<file path="config.mk">
export PLATFORM = sky130hd
export DESIGN_NAME = sharer_dir
export DESIGN_NICKNAME = d
export VERILOG_FILES = /design/src/rtl/sharer_dir_pkg.sv /design/src/rtl/sharer_dir_table.sv /design/src/rtl/sharer_dir_pick.sv /design/src/rtl/sharer_dir_update.sv /design/src/rtl/sharer_dir.sv
export SDC_FILE = /design/constraint.sdc
export NUM_CORES = 1
export LEC_CHECK = 0
export BUFFER_PORTS_ARGS = -buffer_cell sky130_fd_sc_hd__clkbuf_2
export CORE_MARGIN = 1
export CORE_UTILIZATION = 60
export CTS_BUF_LIST = sky130_fd_sc_hd__clkbuf_8 sky130_fd_sc_hd__clkbuf_16
export CTS_CLUSTER_DIAMETER = 80
export DETAILED_ROUTE_END_ITERATION = 10
export PLACE_DENSITY = 0.81
export SETUP_SLACK_MARGIN = 0.4
export SLEW_MARGIN = 5
export SYNTH_ARGS = -nofsm -noshare
export SYNTH_HDL_FRONTEND = slang
export SYNTH_SLANG_ARGS = --single-unit
export TNS_END_PERCENT = 30
</file>
<file path="constraint.sdc">
create_clock -name clk -period 9.6 [get_ports clk]
set_clock_uncertainty 0.2 [all_clocks]
set_input_delay 2.88 -clock clk [delete_from_list [all_inputs] [get_ports clk]]
set_output_delay 2.88 -clock clk [all_outputs]
set_load 0.1 [all_outputs]
</file>
<file path="src/rtl/sharer_dir_pkg.sv">
package sharer_dir_pkg;

  typedef enum logic [1:0] {
    DIR_RD  = 2'd0,
    DIR_WR  = 2'd1,
    DIR_EV  = 2'd2,
    DIR_NOP = 2'd3
  } dir_op_e;

  typedef enum logic [1:0] {
    ST_IDLE = 2'd0,
    ST_SEND = 2'd1,
    ST_DONE = 2'd2
  } dir_state_e;

endpackage

</file>
<file path="src/rtl/sharer_dir_table.sv">
module sharer_dir_table #(
  parameter int NUM_LINES = 16,
  parameter int NUM_SLOTS = 3,
  parameter int CORE_W    = 3,
  localparam int LINE_W   = (NUM_LINES > 1) ? $clog2(NUM_LINES) : 1,
  localparam int PTR_W    = NUM_SLOTS * CORE_W
) (
  input  logic              clk,
  input  logic              rst_n,
  input  logic [LINE_W-1:0] rd_line,
  output logic [NUM_SLOTS-1:0] rd_vld,
  output logic [PTR_W-1:0]  rd_ptr,
  input  logic              wr_en,
  input  logic [LINE_W-1:0] wr_line,
  input  logic [NUM_SLOTS-1:0] wr_vld,
  input  logic [PTR_W-1:0]  wr_ptr
);

  logic [NUM_SLOTS-1:0] vld_q [NUM_LINES];
  logic [PTR_W-1:0]     ptr_q [NUM_LINES];

  for (genvar g = 0; g < NUM_LINES; g++) begin : g_line
    logic line_we;
    assign line_we = wr_en && (wr_line == LINE_W'(g));
    always_ff @(posedge clk or negedge rst_n) begin
      if (!rst_n) begin
        vld_q[g] <= '0;
        ptr_q[g] <= '0;
      end else if (line_we) begin
        vld_q[g] <= wr_vld;
        ptr_q[g] <= wr_ptr;
      end
    end
  end

  assign rd_vld = vld_q[rd_line];
  assign rd_ptr = ptr_q[rd_line];

  // An entry is well formed when its valid slots are packed from slot 0
  // and no core appears twice.
  function automatic logic entry_ok(input logic [NUM_SLOTS-1:0] v,
                                    input logic [PTR_W-1:0] p);
    logic ok;
    ok = ((v & (v + 1'b1)) == '0);
    for (int i = 0; i < NUM_SLOTS; i++)
      for (int j = i + 1; j < NUM_SLOTS; j++)
        if (v[i] && v[j] && (p[i*CORE_W +: CORE_W] == p[j*CORE_W +: CORE_W]))
          ok = 1'b0;
    return ok;
  endfunction

  // the FIFO age order relies on packed slots with no duplicates
  assert_packed_entry_R4: assert property (@(posedge clk) disable iff (!rst_n)
    wr_en |-> entry_ok(wr_vld, wr_ptr));

endmodule

</file>
<file path="src/rtl/sharer_dir_pick.sv">
module sharer_dir_pick #(
  parameter int W      = 3,
  localparam int IDX_W = (W > 1) ? $clog2(W) : 1
) (
  input  logic [W-1:0]     mask,
  output logic [W-1:0]     first,
  output logic [IDX_W-1:0] idx
);

  for (genvar g = 0; g < W; g++) begin : g_first
    if (g == 0) begin : g_lo
      assign first[g] = mask[g];
    end else begin : g_hi
      assign first[g] = mask[g] && !(|mask[g-1:0]);
    end
  end

  always_comb begin
    idx = '0;
    for (int i = 0; i < W; i++)
      if (first[i]) idx = idx | IDX_W'(i);
  end

endmodule

</file>
<file path="src/rtl/sharer_dir_update.sv">
module sharer_dir_update
  import sharer_dir_pkg::*;
#(
  parameter int NUM_SLOTS = 3,
  parameter int CORE_W    = 3,
  localparam int PTR_W    = NUM_SLOTS * CORE_W
) (
  input  dir_op_e              op_i,
  input  logic [CORE_W-1:0]    core_i,
  input  logic [NUM_SLOTS-1:0] vld_i,
  input  logic [PTR_W-1:0]     ptr_i,
  output logic [NUM_SLOTS-1:0] inv_mask_o,
  output logic [NUM_SLOTS-1:0] vld_o,
  output logic [PTR_W-1:0]     ptr_o
);

  logic [NUM_SLOTS-1:0] hit;
  logic [NUM_SLOTS-1:0] free_first;
  logic [NUM_SLOTS-1:0] rm_sel;
  logic [NUM_SLOTS-1:0] at_or_above;
  logic [NUM_SLOTS-1:0] sh_vld;
  logic [PTR_W-1:0]     sh_ptr;
  logic                 full;
  logic                 listed;

  always_comb begin
    for (int i = 0; i < NUM_SLOTS; i++)
      hit[i] = vld_i[i] && (ptr_i[i*CORE_W +: CORE_W] == core_i);
  end

  assign listed     = |hit;
  assign full       = &vld_i;
  assign free_first = ~vld_i & (vld_i + 1'b1);

  // slot removed this request: oldest on overflow, matching slot on evict
  always_comb begin
    rm_sel = '0;
    if (op_i == DIR_RD && full && !listed) rm_sel[0] = 1'b1;
    else if (op_i == DIR_EV)               rm_sel = hit;
  end

  // shift every slot at or above the removed one down by one place
  always_comb begin
    logic acc;
    acc = 1'b0;
    for (int i = 0; i < NUM_SLOTS; i++) begin
      acc = acc | rm_sel[i];
      at_or_above[i] = acc;
    end
    sh_vld = vld_i;
    sh_ptr = ptr_i;
    for (int i = 0; i < NUM_SLOTS; i++) begin
      if (at_or_above[i]) begin
        if (i < NUM_SLOTS - 1) begin
          sh_vld[i] = vld_i[i+1];
          sh_ptr[i*CORE_W +: CORE_W] = ptr_i[(i+1)*CORE_W +: CORE_W];
        end else begin
          sh_vld[i] = 1'b0;
          sh_ptr[i*CORE_W +: CORE_W] = '0;
        end
      end
    end
  end

  always_comb begin
    inv_mask_o = '0;
    vld_o      = vld_i;
    ptr_o      = ptr_i;
    unique case (op_i)
      DIR_RD: begin
        if (!listed && !full) begin
          for (int i = 0; i < NUM_SLOTS; i++)
            if (free_first[i]) begin
              vld_o[i] = 1'b1;
              ptr_o[i*CORE_W +: CORE_W] = core_i;
            end
        end else if (!listed) begin
          inv_mask_o[0] = 1'b1;
          vld_o = sh_vld;
          ptr_o = sh_ptr;
          vld_o[NUM_SLOTS-1] = 1'b1;
          ptr_o[(NUM_SLOTS-1)*CORE_W +: CORE_W] = core_i;
        end
      end
      DIR_WR: begin
        inv_mask_o = vld_i & ~hit;
        vld_o      = '0;
        ptr_o      = '0;
        vld_o[0]   = 1'b1;
        ptr_o[0 +: CORE_W] = core_i;
      end
      DIR_EV: begin
        vld_o = sh_vld;
        ptr_o = sh_ptr;
      end
      default: begin
        vld_o = vld_i;
        ptr_o = ptr_i;
      end
    endcase
  end

endmodule

</file>
<file path="src/rtl/sharer_dir.sv">
module sharer_dir
  import sharer_dir_pkg::*;
#(
  parameter int NUM_LINES = 16,
  parameter int NUM_CORES = 8,
  parameter int NUM_SLOTS = 3,
  localparam int LINE_W   = (NUM_LINES > 1) ? $clog2(NUM_LINES) : 1,
  localparam int CORE_W   = (NUM_CORES > 1) ? $clog2(NUM_CORES) : 1,
  localparam int PTR_W    = NUM_SLOTS * CORE_W,
  localparam int IDX_W    = (NUM_SLOTS > 1) ? $clog2(NUM_SLOTS) : 1
) (
  input  logic              clk,
  input  logic              rst_n,
  input  logic              req_valid,
  output logic              req_ready,
  input  logic [1:0]        req_op,
  input  logic [LINE_W-1:0] req_line,
  input  logic [CORE_W-1:0] req_core,
  output logic              inv_valid,
  input  logic              inv_ready,
  output logic [CORE_W-1:0] inv_core,
  output logic [LINE_W-1:0] inv_line,
  output logic              done
);

  // reset: asserted asynchronously, released on a clock edge
  logic [1:0] rst_sync_q;
  logic       rst_int_n;
  always_ff @(posedge clk or negedge rst_n) begin
    if (!rst_n) rst_sync_q <= 2'b00;
    else        rst_sync_q <= {rst_sync_q[0], 1'b1};
  end
  assign rst_int_n = rst_sync_q[1];

  dir_state_e           state_q, state_d;
  dir_op_e              op_q;
  logic [LINE_W-1:0]    line_q;
  logic [CORE_W-1:0]    core_q;
  logic [PTR_W-1:0]     cur_ptr_q;
  logic [NUM_SLOTS-1:0] mask_q, mask_d;
  logic [NUM_SLOTS-1:0] nxt_vld_q;
  logic [PTR_W-1:0]     nxt_ptr_q;

  logic [NUM_SLOTS-1:0] rd_vld;
  logic [PTR_W-1:0]     rd_ptr;
  logic [NUM_SLOTS-1:0] upd_mask, upd_vld;
  logic [PTR_W-1:0]     upd_ptr;
  logic [NUM_SLOTS-1:0] pick_first;
  logic [IDX_W-1:0]     pick_idx;
  logic                 accept, fire, load_en, mask_en;

  sharer_dir_table #(
    .NUM_LINES(NUM_LINES), .NUM_SLOTS(NUM_SLOTS), .CORE_W(CORE_W)
  ) u_table (
    .clk    (clk),
    .rst_n  (rst_int_n),
    .rd_line(req_line),
    .rd_vld (rd_vld),
    .rd_ptr (rd_ptr),
    .wr_en  (state_q == ST_DONE),
    .wr_line(line_q),
    .wr_vld (nxt_vld_q),
    .wr_ptr (nxt_ptr_q)
  );

  sharer_dir_update #(
    .NUM_SLOTS(NUM_SLOTS), .CORE_W(CORE_W)
  ) u_update (
    .op_i      (dir_op_e'(req_op)),
    .core_i    (req_core),
    .vld_i     (rd_vld),
    .ptr_i     (rd_ptr),
    .inv_mask_o(upd_mask),
    .vld_o     (upd_vld),
    .ptr_o     (upd_ptr)
  );

  sharer_dir_pick #(.W(NUM_SLOTS)) u_pick (
    .mask (mask_q),
    .first(pick_first),
    .idx  (pick_idx)
  );

  assign req_ready = (state_q == ST_IDLE);
  assign inv_valid = (state_q == ST_SEND);
  assign done      = (state_q == ST_DONE);
  assign inv_core  = cur_ptr_q[pick_idx*CORE_W +: CORE_W];
  assign inv_line  = line_q;

  assign accept  = req_valid && req_ready;
  assign fire    = inv_valid && inv_ready;
  assign load_en = accept;
  assign mask_en = accept || fire;

  always_comb begin
    mask_d = mask_q;
    if (accept)    mask_d = upd_mask;
    else if (fire) mask_d = mask_q & ~pick_first;
  end

  always_comb begin
    state_d = state_q;
    unique case (state_q)
      ST_IDLE: if (accept) state_d = (upd_mask != '0) ? ST_SEND : ST_DONE;
      ST_SEND: if (fire && ((mask_q & ~pick_first) == '0)) state_d = ST_DONE;
      ST_DONE: state_d = ST_IDLE;
      default: state_d = ST_IDLE;
    endcase
  end

  always_ff @(posedge clk or negedge rst_int_n) begin
    if (!rst_int_n) state_q <= ST_IDLE;
    else            state_q <= state_d;
  end

  always_ff @(posedge clk or negedge rst_int_n) begin
    if (!rst_int_n)   mask_q <= '0;
    else if (mask_en) mask_q <= mask_d;
  end

  always_ff @(posedge clk or negedge rst_int_n) begin
    if (!rst_int_n) begin
      op_q      <= DIR_NOP;
      line_q    <= '0;
      core_q    <= '0;
      cur_ptr_q <= '0;
      nxt_vld_q <= '0;
      nxt_ptr_q <= '0;
    end else if (load_en) begin
      op_q      <= dir_op_e'(req_op);
      line_q    <= req_line;
      core_q    <= req_core;
      cur_ptr_q <= rd_ptr;
      nxt_vld_q <= upd_vld;
      nxt_ptr_q <= upd_ptr;
    end
  end

  // a stalled invalidate keeps its content
  assert_inv_hold_R7: assert property (@(posedge clk) disable iff (!rst_int_n)
    (inv_valid && !inv_ready) |=> (inv_valid && $stable(inv_core) && $stable(inv_line)));

  // completion is a single-cycle pulse
  assert_done_pulse_R7: assert property (@(posedge clk) disable iff (!rst_int_n)
    done |=> !done);

  // no new request is taken while messages or completion are pending
  assert_busy_no_accept_R8: assert property (@(posedge clk) disable iff (!rst_int_n)
    (inv_valid || done) |-> !req_ready);

  // an exclusive writer is never sent its own invalidate
  assert_no_self_inv_R5: assert property (@(posedge clk) disable iff (!rst_int_n)
    (inv_valid && op_q == DIR_WR) |-> (inv_core != core_q));

  // done follows the acceptance of the final message
  assert_done_after_last_R7: assert property (@(posedge clk) disable iff (!rst_int_n)
    (inv_valid && inv_ready && $countones(mask_q) == 1) |=> done);

endmodule

</file>
==> impl_summary.log, run 1 <==
[metrics] GRT Resource Usage Total: 0.293
[metrics] maximum clock rate: 0.148 GHz
[metrics] GRT Residual Overflow: 0
[metrics] logic depth of the worst register-to-register path: 10
[metrics] share of total power consumed by net switching: 0.339
[metrics] primary flip-flop cell chosen by synthesis mapping: dfrtp_1
[metrics] transition time of the tightest slew-check pin: 1.25 ns
[metrics] Die Footprint: 18800 um2
[metrics] leakage power: 0.00572 uW
[metrics] number of stages on the worst hold path: 0
[metrics] Period Utilization, post-route: 0.704
[metrics] CTS root buf: clkbuf_16
[metrics] dominant cells by area after synthesis: dfrtp_1 (51%), mux2_2 (20%), mux2i_1 (6.8%), mux4_2 (3.1%), a22oi_1 (2.5%)
[metrics] number of buffers on the longest clock path: 3
[metrics] Cell Chain, Critical Path: clkbuf_2, nor2b_1, a22oi_1, and3_1, or3_1, o211ai_1, o2bb2a_1, a21bo_2, o31a_1, o311a_1, a211o_1
[metrics] # clock sinks: 224
[metrics] hpwl dp: 17.2 mm
[metrics] most area-hungry cell type in the Yosys netlist: dfrtp_1
[metrics] source of the worst hold timing path: rst_sync_q[0]
[metrics] worst min-delay path category: flip-flop to flip-flop
[metrics] largest net degree at the start of global routing: 79
[metrics] number of iterations in the first detailed-routing pass: 5
[metrics] number of flops mapped to enable cells by yosys: 0
[metrics] Worst EP required: 9.80 ns
[metrics] sequential area share after synthesis: 0.510
[metrics] Layout area overhead: 8.85%
[metrics] cell row count: 49
[metrics] capture point of the worst reg-to-reg path: nxt_ptr_q[3]
[metrics] start of the worst register-to-register path: u_table.vld_q[24]
[metrics] DR vias: 7251
[metrics] share of async-settable or async-resettable flops after synthesis: 1.00
[metrics] capture endpoint of the worst hold path: rst_sync_q[1]
[metrics] die height: 137 um
[metrics] synthesized instance count: 874
[metrics] source-to-sink clock delay at the later pin of the worst-skew pair: 0.53 ns
[metrics] net count after synthesis: 887
[metrics] Crit-path slowest cell: nor2b_1
[metrics] Placement Cell Area: 11100 um2
[metrics] number of register bits inferred by synthesis: 224
[metrics] max-capacitance violation count: 0
[metrics] global-route wire length before repair: 41.2 mm
[metrics] final setup violation count: 0
[metrics] number of synthesis warnings: 0
[metrics] Period minus WS final: 6.76 ns
[metrics] peak per-stage delay on the critical path: 1.13 ns
[metrics] CP Class: input pin to flip-flop
[metrics] critical-path maximum fanout: 25
[metrics] relative contribution of sequential cells to total power: 0.456
[metrics] Resized Gates After CTS: 0
[metrics] Num CTS Buffers: 24
[metrics] internal power component: 2200 uW
[metrics] cell area after layout: 12000 um2
[metrics] Horiz. Die Dim: 137 um
[metrics] Peak VDD IR: 253 uV
[metrics] initial core utilization: 0.611
[metrics] Worst-path clk slew: 0.06 ns
[metrics] fin nets: 881
[metrics] share of power burned in combinational logic: 0.263
[metrics] result of the run: finished clean
[metrics] share of the synthesized area in the top cell type: 0.510
[metrics] Post-Place Setup Slack: 2.41 ns
[metrics] vias in the first global route: 7429
[metrics] RSZ-0062 raised after global routing: no
[metrics] max-slew violations: 0
[metrics] I/O pin cnt: 23
[metrics] Hold-fix buffers, CTS: 0
[metrics] crit path launch type: input pin
[metrics] average cell area after synthesis: 12.6 um2
[metrics] Via-to-Cell Ratio: 6.50
[metrics] core outline area: 18000 um2
[metrics] Sum Neg Setup Slack: 0 ns
[metrics] wire per inst: 23.4 um
[metrics] Antenna Violating Nets Remaining: 0
[metrics] number of distinct library cells after synthesis: 64
[metrics] CP Data Arrival Time: 6.96 ns
[metrics] net load switching power: 1130 uW
[metrics] Worst slew margin: 0.164
[metrics] reg-to-reg slack, setup: 5.81 ns
[metrics] portion of total power attributed to the clock network: 0.281
[metrics] final hold violation count: 0
[metrics] CTS tree: built
[metrics] Final Routed Wirelength: 26.1 mm
[metrics] Worst Slack Setup Final: 2.84 ns
[metrics] Synth Cell Area: 11000 um2
[metrics] Pwr Density: 279 nW/um2
[metrics] # Post-CTS Setup Buffers: 0
[metrics] first-iteration detailed-routing DRC count: 615
[metrics] H-tree depth: 1
[metrics] share of cells above drive strength 1: 0.330
[metrics] Critical Path Sink Type: flip-flop
[metrics] Buffers on Ports: 22
[metrics] final estimated routing congestion in global placement: 0.970
[metrics] post-detailed-route DRC marker count: 0
[metrics] antenna violations before repair: 1
## worst max path at each step
stage / start / endpoint / slack (ns) / cells after the start
after floorplan: rst_sync_q[1] / cur_ptr_q[0] / 2.70 / 0
after global placement: req_line[0] / nxt_ptr_q[3] / 2.48 / 11
after detailed placement: req_line[0] / nxt_ptr_q[3] / 2.41 / 11
after CTS: req_line[0] / nxt_ptr_q[3] / 2.92 / 11
after global routing: req_line[0] / nxt_ptr_q[3] / 2.61 / 11
final: req_line[0] / nxt_ptr_q[3] / 2.84 / 11
## layout by cell type, fill, tap and decap left out, types with 14 or more instances in the layout
cell type	synthesis	final
dfrtp_1	224	223
nand3_1	20	20
inv_1	10	18
clkbuf_16	0	24
nor2b_1	14	14
nand2_1	66	66
a22oi_1	37	37
mux2i_1	75	75
o21ai_0	22	22
clkbuf_2	0	21
nor2_1	26	26
mux2_2	194	194
mux4_2	15	15
## cells in the mapped netlist, drive strengths merged (4+ instances only)
cell type  count
o21ai         24
mux2         196
o211ai         7
nor3           8
nor2          28
dfrtp        224
nor2b         14
o21a           4
nand2         66
mux4          15
and3           9
o221ai         4
nand3         20
a22oi         37
clkbuf        38
and2           6
mux2i         77
inv           11
buf           27
a21oi          9
## through the flow
step                      hold WS [ns]  total power, uW   util  instances
after global placement           0.137             2350  0.620       1071
after global routing             0.166             3480  0.665       1116
after CTS                        0.157             3330  0.665       1115
after detailed placement         0.140             2390  0.620       1071
after floorplan                  0.131             2130      -        874
final                            0.153             3330  0.665       1116
## state kept, by name (all words and copies together), names as in the netlist
| signal | cells |
|---|---|
| mask_q | 3 |
| inv_line | 4 |
| rst_sync_q | 2 |
| nxt_ptr_q | 9 |
| cur_ptr_q | 9 |
| state_q | 2 |
| u_table.ptr_q | 144 |
| u_table.vld_q | 48 |
| nxt_vld_q | 3 |
## power by group through the flow
stage               combinational (uW)  sequential (uW)  clock, uW
floorplan                          694             1440          0
global placement                   843             1510          0
detailed placement                 864             1520          0
CTS                                871             1510        948
global route                       934             1560        983
finish                             874             1520        936
## critical path: cells and delay by family
family	cells	cell delay, ns
buf+inv	1	0.46
compound gates	7	1.88
simple gates	3	1.70
## per-layer routing
layer  routed length, um  share of wire  GRT usage
met3                1600          0.061     0.0401
met2               12300           0.47      0.478
met1               11100           0.43      0.396
met4                 996          0.038      0.119
met5                   0              0          0
## logic make-up after synthesis
family | Yosys count | synth area share
mux | 288 | 0.304
flops | 224 | 0.510
simple gates | 166 | 0.0713
compound gates | 115 | 0.0752
buf+inv | 76 | 0.0351
xor+xnor | 3 | 0.00239
fa+ha+maj | 1 | 0.000912
other cells | 1 | 0.000342
## area by class of cell
| type | instances | area, um2 |
|---|---|---|
| sequential | 224 | 5610 |
| fill | 1303 | 6010 |
| antenna | 1 | 2.50 |
| timing repair buffer | 33 | 195 |
| clock inverter | 16 | 156 |
| tap | 229 | 287 |
| multi-input combinational | 574 | 5010 |
| inverter | 11 | 41.3 |
| clock buffer | 28 | 656 |
Note: power is estimated with default switching activity, not from simulation.
==> run 2, diff against run 1 <==
- ABC_AREA: unset -> 1
- CORE_UTILIZATION: 60 -> 57
- PLACE_DENSITY: 0.81 -> 0.8
- clock period: 9.6 -> 6 ns (I/O delays scaled with it)
==> run 2 against run 1 <==
Compared with the run above: synthesized cell count increased by 66%; combinational power increased by 120%; flip-flop and latch count unchanged; clock power increased by 53%; critical path depth increased by 8; cell count increased by 52%; sequential power increased by 63%; setup slack got worse by 1.2 ns; synthesized area increased by 1.6%; non-clock buffer count unchanged; cell area about the same; register-to-register slack got worse by 2.5 ns; critical path type unchanged; largest cell class unchanged.
==> impl_summary.log, run 2 <==
[metrics] fin nets: 1433 (was 881)
[metrics] number of flops mapped to enable cells by yosys: 0 (unchanged)
[metrics] average cell area after synthesis: 7.68 um2 (was 12.6 um2)
[metrics] maximum clock rate: 0.231 GHz
[metrics] Worst EP required: 6.21 ns (was 9.80 ns)
[metrics] Worst slew margin: 0.394 (was 0.164)
[metrics] core outline area: 19000 um2 (was 18000 um2)
[metrics] top-count cell post-synth: nand2_1 (was dfrtp_1)
[metrics] number of register bits inferred by synthesis: 224 (unchanged)
[metrics] Peak VDD IR: 269 uV (was 253 uV)
[metrics] net count after synthesis: 1465 (was 887)
[metrics] Synth Cell Area: 11200 um2 (was 11000 um2)
[metrics] share of the synthesized area in the top cell type: 0.502 (was 0.510)
[metrics] Pwr Density: 490 nW/um2 (was 279 nW/um2)
[metrics] synthesized instance count: 1452 (was 874)
[metrics] commonest non-fill, non-tap cells in the layout: nand2_1 (468), o21ai_0 (242), dfrtp_1 (223) (was dfrtp_1 (223), mux2_2 (194), mux2i_1 (75))
[metrics] first-iteration detailed-routing DRC count: 1061 (was 615)
[metrics] Reg with most FFs: u_table.ptr_q (unchanged)
[metrics] # clock sinks: 224 (unchanged)
[metrics] Worst path most repeated cell: nand2_1
[metrics] Buffers on Ports: 22 (unchanged)
[metrics] leading cell type in the layout, fill and taps excluded: nand2_1 (was dfrtp_1)
[metrics] Num CTS Buffers: 23 (was 24)
[metrics] wire per inst: 17.6 um (was 23.4 um)
[metrics] max-slew violations: 0 (unchanged)
[metrics] Critical Path Sink Type: flip-flop (unchanged)
[metrics] CTS tree: built (unchanged)
[metrics] Final Routed Wirelength: 29.9 mm (was 26.1 mm)
[metrics] Worst-path clk slew: 0.07 ns (was 0.06 ns)
[metrics] Crit-path slowest cell: buf_4 (was nor2b_1)
[metrics] number of flip-flops in the largest register: 144 (unchanged)
[metrics] number of synthesis warnings: 0 (unchanged)
[metrics] multi-input logic area: 4660 um2 (was 5010 um2)
[metrics] Hold-fix buffers, CTS: 0 (unchanged)
[metrics] Cell Chain, Critical Path: buf_4, buf_4, nand2_1, nand3_1, nand3_1, nand3_1, nand2_1, nand2_1, nand2_1, nand4_4, nand3_4, inv_2, nand2_2, nand3_1, nand2_1, inv_1, nand2_1, nand2_1, nand2_1 (was clkbuf_2, nor2b_1, a22oi_1, and3_1, or3_1, o211ai_1, o2bb2a_1, a21bo_2, o31a_1, o311a_1, a211o_1)
[metrics] die height: 142 um (was 137 um)
[metrics] H-tree depth: 1 (unchanged)
[metrics] GRT Resource Usage Total: 0.313 (was 0.293)
[metrics] RSZ-0062 raised after global routing: no (unchanged)
[metrics] Resized Gates After CTS: 0 (unchanged)
[metrics] number of buffers on the longest clock path: 3 (unchanged)
[metrics] final hold violation count: 0 (unchanged)
[metrics] crit path launch type: input pin (unchanged)
[metrics] post-route worst hold slack: 0.147 ns (was 0.153 ns)
[metrics] leading cell types by count after synthesis: nand2_1 (468), o21ai_0 (242), dfrtp_1 (224) (was dfrtp_1 (224), mux2_2 (194), mux2i_1 (75))
[metrics] CP Data Arrival Time: 4.54 ns (was 6.96 ns)
[metrics] Antenna Violating Nets Remaining: 0 (unchanged)
[metrics] number of diodes added for antenna fixing: 0 (was 1)
[metrics] cell row count: 50 (was 49)
[metrics] share of cells above drive strength 1: 0.0662 (was 0.330)
[metrics] final std cells w/o fill: 1694 (was 1116)
[metrics] number of distinct library cells after synthesis: 33 (was 64)
[metrics] initial core utilization: 0.589 (was 0.611)
[metrics] cell family contributing the most delay on the critical path: simple AND/OR/NAND/NOR gates (was compound AO/OA/AOI/OAI gates)
[metrics] final estimated routing congestion in global placement: 0.925 (was 0.970)
[metrics] Die Footprint: 20100 um2 (was 18800 um2)
[metrics] Layout area overhead: 7.13% (was 8.85%)
[metrics] Horiz. Die Dim: 142 um (was 137 um)
[metrics] result of the run: finished clean (unchanged)
[metrics] global-route wire length before repair: 48.7 mm (was 41.2 mm)
[metrics] Period minus WS final: 4.33 ns
[metrics] dominant cells by area after synthesis: dfrtp_1 (50%), nand2_1 (16%), o21ai_0 (11%), nand3_1 (5.0%), inv_1 (3.4%) (was dfrtp_1 (51%), mux2_2 (20%), mux2i_1 (6.8%), mux4_2 (3.1%), a22oi_1 (2.5%))
[metrics] number of placed instances, taps included: 1655 (was 1071)
[metrics] vias in the first global route: 9176 (was 7429)
[metrics] GRT Residual Overflow: 0 (unchanged)
[metrics] sequential area share after synthesis: 0.502 (was 0.510)
[metrics] largest net degree at the start of global routing: 154 (was 79)
[metrics] register cell area after layout: 5610 um2 (unchanged)
[metrics] leakage power: 0.00581 uW (was 0.00572 uW)
[metrics] peak per-stage delay on the critical path: 0.56 ns (was 1.13 ns)
[metrics] post-detailed-route DRC marker count: 0 (unchanged)
[metrics] number of iterations in the first detailed-routing pass: 5 (unchanged)
[metrics] Worst Path Buf+Inv: 4 (was 1)
[metrics] antenna violations before repair: 0 (was 1)
[metrics] # Post-CTS Setup Buffers: 0 (unchanged)
[metrics] most area-hungry cell type in the Yosys netlist: dfrtp_1 (unchanged)
[metrics] source-to-sink clock delay at the later pin of the worst-skew pair: 0.51 ns (was 0.53 ns)
[metrics] Via-to-Cell Ratio: 5.73 (was 6.50)
[metrics] final setup violation count: 0 (unchanged)
[metrics] largest registers: u_table.ptr_q x144, u_table.vld_q x48 (unchanged)
[metrics] max-capacitance violation count: 0 (unchanged)
[metrics] utilization after layout: 0.631 (was 0.665)
[metrics] CP Class: input pin to flip-flop (unchanged)
[metrics] Period Utilization, post-route: 0.722
[metrics] transition time of the tightest slew-check pin: 0.909 ns (was 1.25 ns)
[metrics] worst min-delay path category: flip-flop to flip-flop (unchanged)
[metrics] primary flip-flop cell chosen by synthesis mapping: dfrtp_1 (unchanged)
[metrics] critical-path maximum fanout: 59 (was 25)
[metrics] I/O pin cnt: 23 (unchanged)
[metrics] number of inserted filler cells in the final layout: 1701 (was 1303)
[metrics] hpwl dp: 18.7 mm (was 17.2 mm)
[metrics] share of async-settable or async-resettable flops after synthesis: 1.00 (unchanged)
[metrics] CTS root buf: clkbuf_16 (unchanged)
[metrics] DR vias: 9699 (was 7251)
[metrics] Sum Neg Setup Slack: 0 ns (unchanged)
run 2: cell types whose count changed after synthesis, moves of 75 or more:
| cell | previous run | this run |
|---|---|---|
| nand3_1 | 20 | 111 |
| nand2_1 | 66 | 468 |
| mux2i_1 | 75 | 0 |
| mux2_2 | 194 | 0 |
| inv_1 | 10 | 101 |
| o21ai_0 | 22 | 242 |
run 2: stage by stage:
stage / worst slack [ns] / area [um2] / total power [uW]
2_1_floorplan: 1.27 / 11200 / 3910
3_3_place_gp: 1.29 / 11200 / 4340
3_5_place_dp: 1.22 / 11200 / 4410
4_1_cts: 1.76 / 12000 / 5850
5_1_grt: 1.37 / 12000 / 6260
6_report: 1.67 / 12000 / 5850
run 2: worst paths after layout:
kind / startpoint / endpoint / cells after the start / slack (ns)
setup / recovery: req_line[0] / nxt_ptr_q[5] / 19 / 1.67
hold / removal: rst_sync_q[0] / rst_sync_q[1] / 0 / 0.15
setup reg to reg: state_q[0] / u_table.ptr_q[92] / 5 / 3.27
hold reg to reg: rst_sync_q[0] / rst_sync_q[1] / 0 / 0.15
max in group asynchronous: rst_sync_q[1] / u_table.ptr_q[56] / 1 / 4.04
min in group asynchronous: rst_sync_q[1] / u_table.ptr_q[85] / 0 / 0.27
run 2: per-layer routing:
metal	track usage	routed length, um	up-vias
li1	-	-	4637
met1	0.439	13000	4611
met2	0.485	13500	389
met3	0.0621	2440	62
met4	0.117	968	0
met5	0	0	-
run 2: cells by family (layout without fill, tap and decap cells):
family,after synthesis,count (layout),share of synthesized area
other,1,1,0.000336
buffers and inverters,197,179,0.0800
AO/OA/AOI/OAI,330,330,0.157
AND/OR/NAND/NOR,700,700,0.261
flip-flops,224,224,0.502
run 2: where the power goes:
part | switching, uW | internal, uW | leakage (uW) | total (uW)
clock | 596 | 834 | 0.000374 | 1430
combinational | 1420 | 524 | 0.00247 | 1940
sequential | 356 | 2130 | 0.00296 | 2480
run 2: final cells by class:
type / count / area share
Sequential cell: 224 / 0.469
Multi-Input combinational cell: 1031 / 0.390
Clock buffer: 27 / 0.0528
Inverter: 107 / 0.0337
Tap cell: 260 / 0.0272
Timing Repair Buffer: 33 / 0.0174
Clock inverter: 12 / 0.00984
run 2: worst register-to-register path: cells and delay by family, from the launching register on:
family                 cells  cell delay, ns
buffers and inverters      1            0.09
and+or+nand+nor            3            1.53
AOI/OAI and AO/OA          1            0.42
DFF                        1            0.38
==> run 3, diff against run 2 <==
- clock period: 6 -> 3.6 ns (I/O delays scaled with it)
==> run 3 against run 2 <==
Compared with the run above: count of clock-buffer cells in the layout grew 8; highest routed layer unchanged; cell count increased by 2.2%; critical endpoint is now inv_core[2]; wire length rose by 2.5%.
==> impl_summary.log, run 3 (synthesis gave the netlist of run 2 again) <==
[metrics] result of the run: finished clean (unchanged)
[metrics] share of total power consumed by net switching: 0.402 (was 0.405)
[metrics] first-iteration detailed-routing DRC count: 1071 (was 1061)
[metrics] relative contribution of sequential cells to total power: 0.413 (was 0.424)
[metrics] DR vias: 10000 (was 9699)
[metrics] number of iterations in the first detailed-routing pass: 6 (was 5)
[metrics] CTS root buf: clkbuf_16 (unchanged)
[metrics] leakage power: 0.00609 uW (was 0.00581 uW)
[metrics] Layout area overhead: 11.9% (was 7.13%)
[metrics] register cell area after layout: 5610 um2 (unchanged)
[metrics] largest registers: u_table.ptr_q x144, u_table.vld_q x48 (unchanged)
[metrics] Period Utilization, post-route: 0.846
[metrics] GRT Resource Usage Total: 0.312 (was 0.313)
[metrics] CP Data Arrival Time: 1.76 ns (was 4.54 ns)
[metrics] portion of total power attributed to the clock network: 0.251 (was 0.244)
[metrics] max-capacitance violation count: 0 (unchanged)
[metrics] hpwl dp: 18.8 mm (was 18.7 mm)
[metrics] core outline area: 19000 um2 (unchanged)
[metrics] commonest non-fill, non-tap cells in the layout: nand2_1 (468), o21ai_0 (240), dfrtp_1 (223) (was nand2_1 (468), o21ai_0 (242), dfrtp_1 (223))
[metrics] leading cell type in the layout, fill and taps excluded: nand2_1 (unchanged)
[metrics] number of buffers on the longest clock path: 3 (unchanged)
[metrics] cell row count: 50 (unchanged)
[metrics] number of placed instances, taps included: 1679 (was 1655)
[metrics] RSZ-0062 raised after global routing: no (unchanged)
[metrics] Worst-path clk slew: 0.06 ns (was 0.07 ns)
[metrics] multi-input logic area: 4680 um2 (was 4660 um2)
[metrics] GRT Residual Overflow: 0 (unchanged)
[metrics] number of inserted filler cells in the final layout: 1590 (was 1701)
[metrics] number of flip-flops in the largest register: 144 (unchanged)
[metrics] largest net degree at the start of global routing: 70 (was 154)
[metrics] Sum Neg Setup Slack: 0 ns (unchanged)
[metrics] Worst slew margin: 0.380 (was 0.394)
[metrics] final setup violation count: 0 (unchanged)
[metrics] Period minus WS final: 3.04 ns
[metrics] # clock sinks: 224 (unchanged)
[metrics] final estimated routing congestion in global placement: 1.03 (was 0.925)
[metrics] I/O pin cnt: 23 (unchanged)
[metrics] logic depth of the worst register-to-register path: 5 (unchanged)
[metrics] share of cells above drive strength 1: 0.0904 (was 0.0662)
[metrics] final hold violation count: 0 (unchanged)
[metrics] antenna violations before repair: 0 (unchanged)
[metrics] source-to-sink clock delay at the later pin of the worst-skew pair: 0.53 ns (was 0.51 ns)
[metrics] fin nets: 1465 (was 1433)
[metrics] max-slew violations: 0 (unchanged)
[metrics] final std cells w/o fill: 1731 (was 1694)
[metrics] cell area after layout: 12500 um2 (was 12000 um2)
[metrics] Buffers on Ports: 22 (unchanged)
[metrics] global-route wire length before repair: 49.2 mm (was 48.7 mm)
[metrics] transition time of the tightest slew-check pin: 0.930 ns (was 0.909 ns)
[metrics] Peak VDD IR: 509 uV (was 269 uV)
[metrics] Placement Cell Area: 11500 um2 (was 11200 um2)
[metrics] die height: 142 um (unchanged)
[metrics] number of diodes added for antenna fixing: 0 (unchanged)
[metrics] Num CTS Buffers: 25 (was 23)
[metrics] Worst EP required: 2.32 ns (was 6.21 ns)
[metrics] crit path launch type: flip-flop (was input pin)
[metrics] Critical Path Sink Type: output port (was flip-flop)
[metrics] Antenna Violating Nets Remaining: 0 (unchanged)
[metrics] Horiz. Die Dim: 142 um (unchanged)
[metrics] vias in the first global route: 9456 (was 9176)
[metrics] internal power component: 5990 uW (was 3480 uW)
[metrics] post-detailed-route DRC marker count: 0 (unchanged)
[metrics] CTS tree: built (unchanged)
[metrics] Final Routed Wirelength: 30.6 mm (was 29.9 mm)
[metrics] initial core utilization: 0.589 (unchanged)
[metrics] Die Footprint: 20100 um2 (unchanged)
[metrics] H-tree depth: 1 (unchanged)
[metrics] maximum clock rate: 0.328 GHz
[metrics] worst min-delay path category: input pin to async pin (was flip-flop to flip-flop)
[metrics] Via-to-Cell Ratio: 5.80 (was 5.73)
[metrics] wire per inst: 17.7 um (was 17.6 um)
[metrics] critical-path maximum fanout: 7 (was 59)
[metrics] net load switching power: 4030 uW (was 2370 uW)
[metrics] Reg with most FFs: u_table.ptr_q (unchanged)
[metrics] CP Class: flip-flop to output port (was input pin to flip-flop)
[metrics] Pwr Density: 802 nW/um2 (was 490 nW/um2)
[metrics] share of power burned in combinational logic: 0.336 (was 0.332)
[run 3: cell types whose count changed in the layout (fill, tap and decap cells not counted), sizes merged]
| cell | before | now |
|---|---|---|
| bufinv | 2 | 0 |
| clkbuf | 48 | 59 |
| clkinv | 7 | 6 |
| clkinvlp | 2 | 1 |
| inv | 108 | 111 |
| buf | 12 | 39 |
[run 3: final cells by class]
type / instances / area share
Multi-Input combinational cell: 1031 / 0.374
Clock inverter: 11 / 0.00511
Sequential cell: 224 / 0.449
Inverter: 107 / 0.0327
Timing Repair Buffer: 63 / 0.0514
Clock buffer: 35 / 0.0611
Tap cell: 260 / 0.0261
[run 3: routing by layer]
layer | vias up | share of wire | GRT usage
met2 | 496 | 0.45 | 0.484
met5 | - | 0 | 0
met1 | 4745 | 0.43 | 0.432
met4 | 0 | 0.040 | 0.144
met3 | 82 | 0.084 | 0.0479
li1 | 4711 | - | -
[run 3: repair_timing]
item,in CTS,in global routing
setup endpoints to repair,3,15
buffers inserted,0,2
gates cloned,0,4
pin swaps,0,4
hold buffers,0,0
resized for setup,1,15
[run 3: worst max-delay path, cell delays in order (launching register included)]
cell,delay (ns)
dfrtp_1,0.45
nor2_1,0.06
nand2_1,0.17
o31ai_1,0.12
o22ai_1,0.14
buf_4,0.32
[run 3: path summary, 6_finish.rpt]
| kind | start | end | slack (ns) |
|---|---|---|---|
| setup / recovery | mask_q[0] | inv_core[2] | 0.56 |
| hold / removal | rst_n | rst_sync_q[1] | 0.13 |
| setup reg to reg | state_q[0] | u_table.ptr_q[95] | 1.04 |
| hold reg to reg | rst_sync_q[0] | rst_sync_q[1] | 0.15 |
| max in group asynchronous | rst_sync_q[1] | nxt_ptr_q[0] | 1.93 |
| min in group clk | rst_sync_q[0] | rst_sync_q[1] | 0.15 |
[run 3: power by group through the flow]
stage / clock network, uW / logic (uW) / registers [uW]
finish: 2510 / 3370 / 4140
global route: 2630 / 3780 / 4260
CTS: 2540 / 3300 / 4120
detailed placement: 0 / 3270 / 4140
global placement: 0 / 3180 / 4110
floorplan: 0 / 2350 / 4170
[run 3: per-stage QoR]
stage | setup WS (ns) | utilization | power, uW | hold WS (ns)
after floorplan | 0.125 | - | 6520 | 0.131
after global placement | 0.0245 | 0.607 | 7290 | 0.133
after detailed placement | 0.0283 | 0.607 | 7420 | 0.137
after CTS | 0.379 | 0.650 | 9960 | 0.119
after global routing | 0.399 | 0.659 | 10700 | 0.116
final | 0.555 | 0.659 | 10000 | 0.128
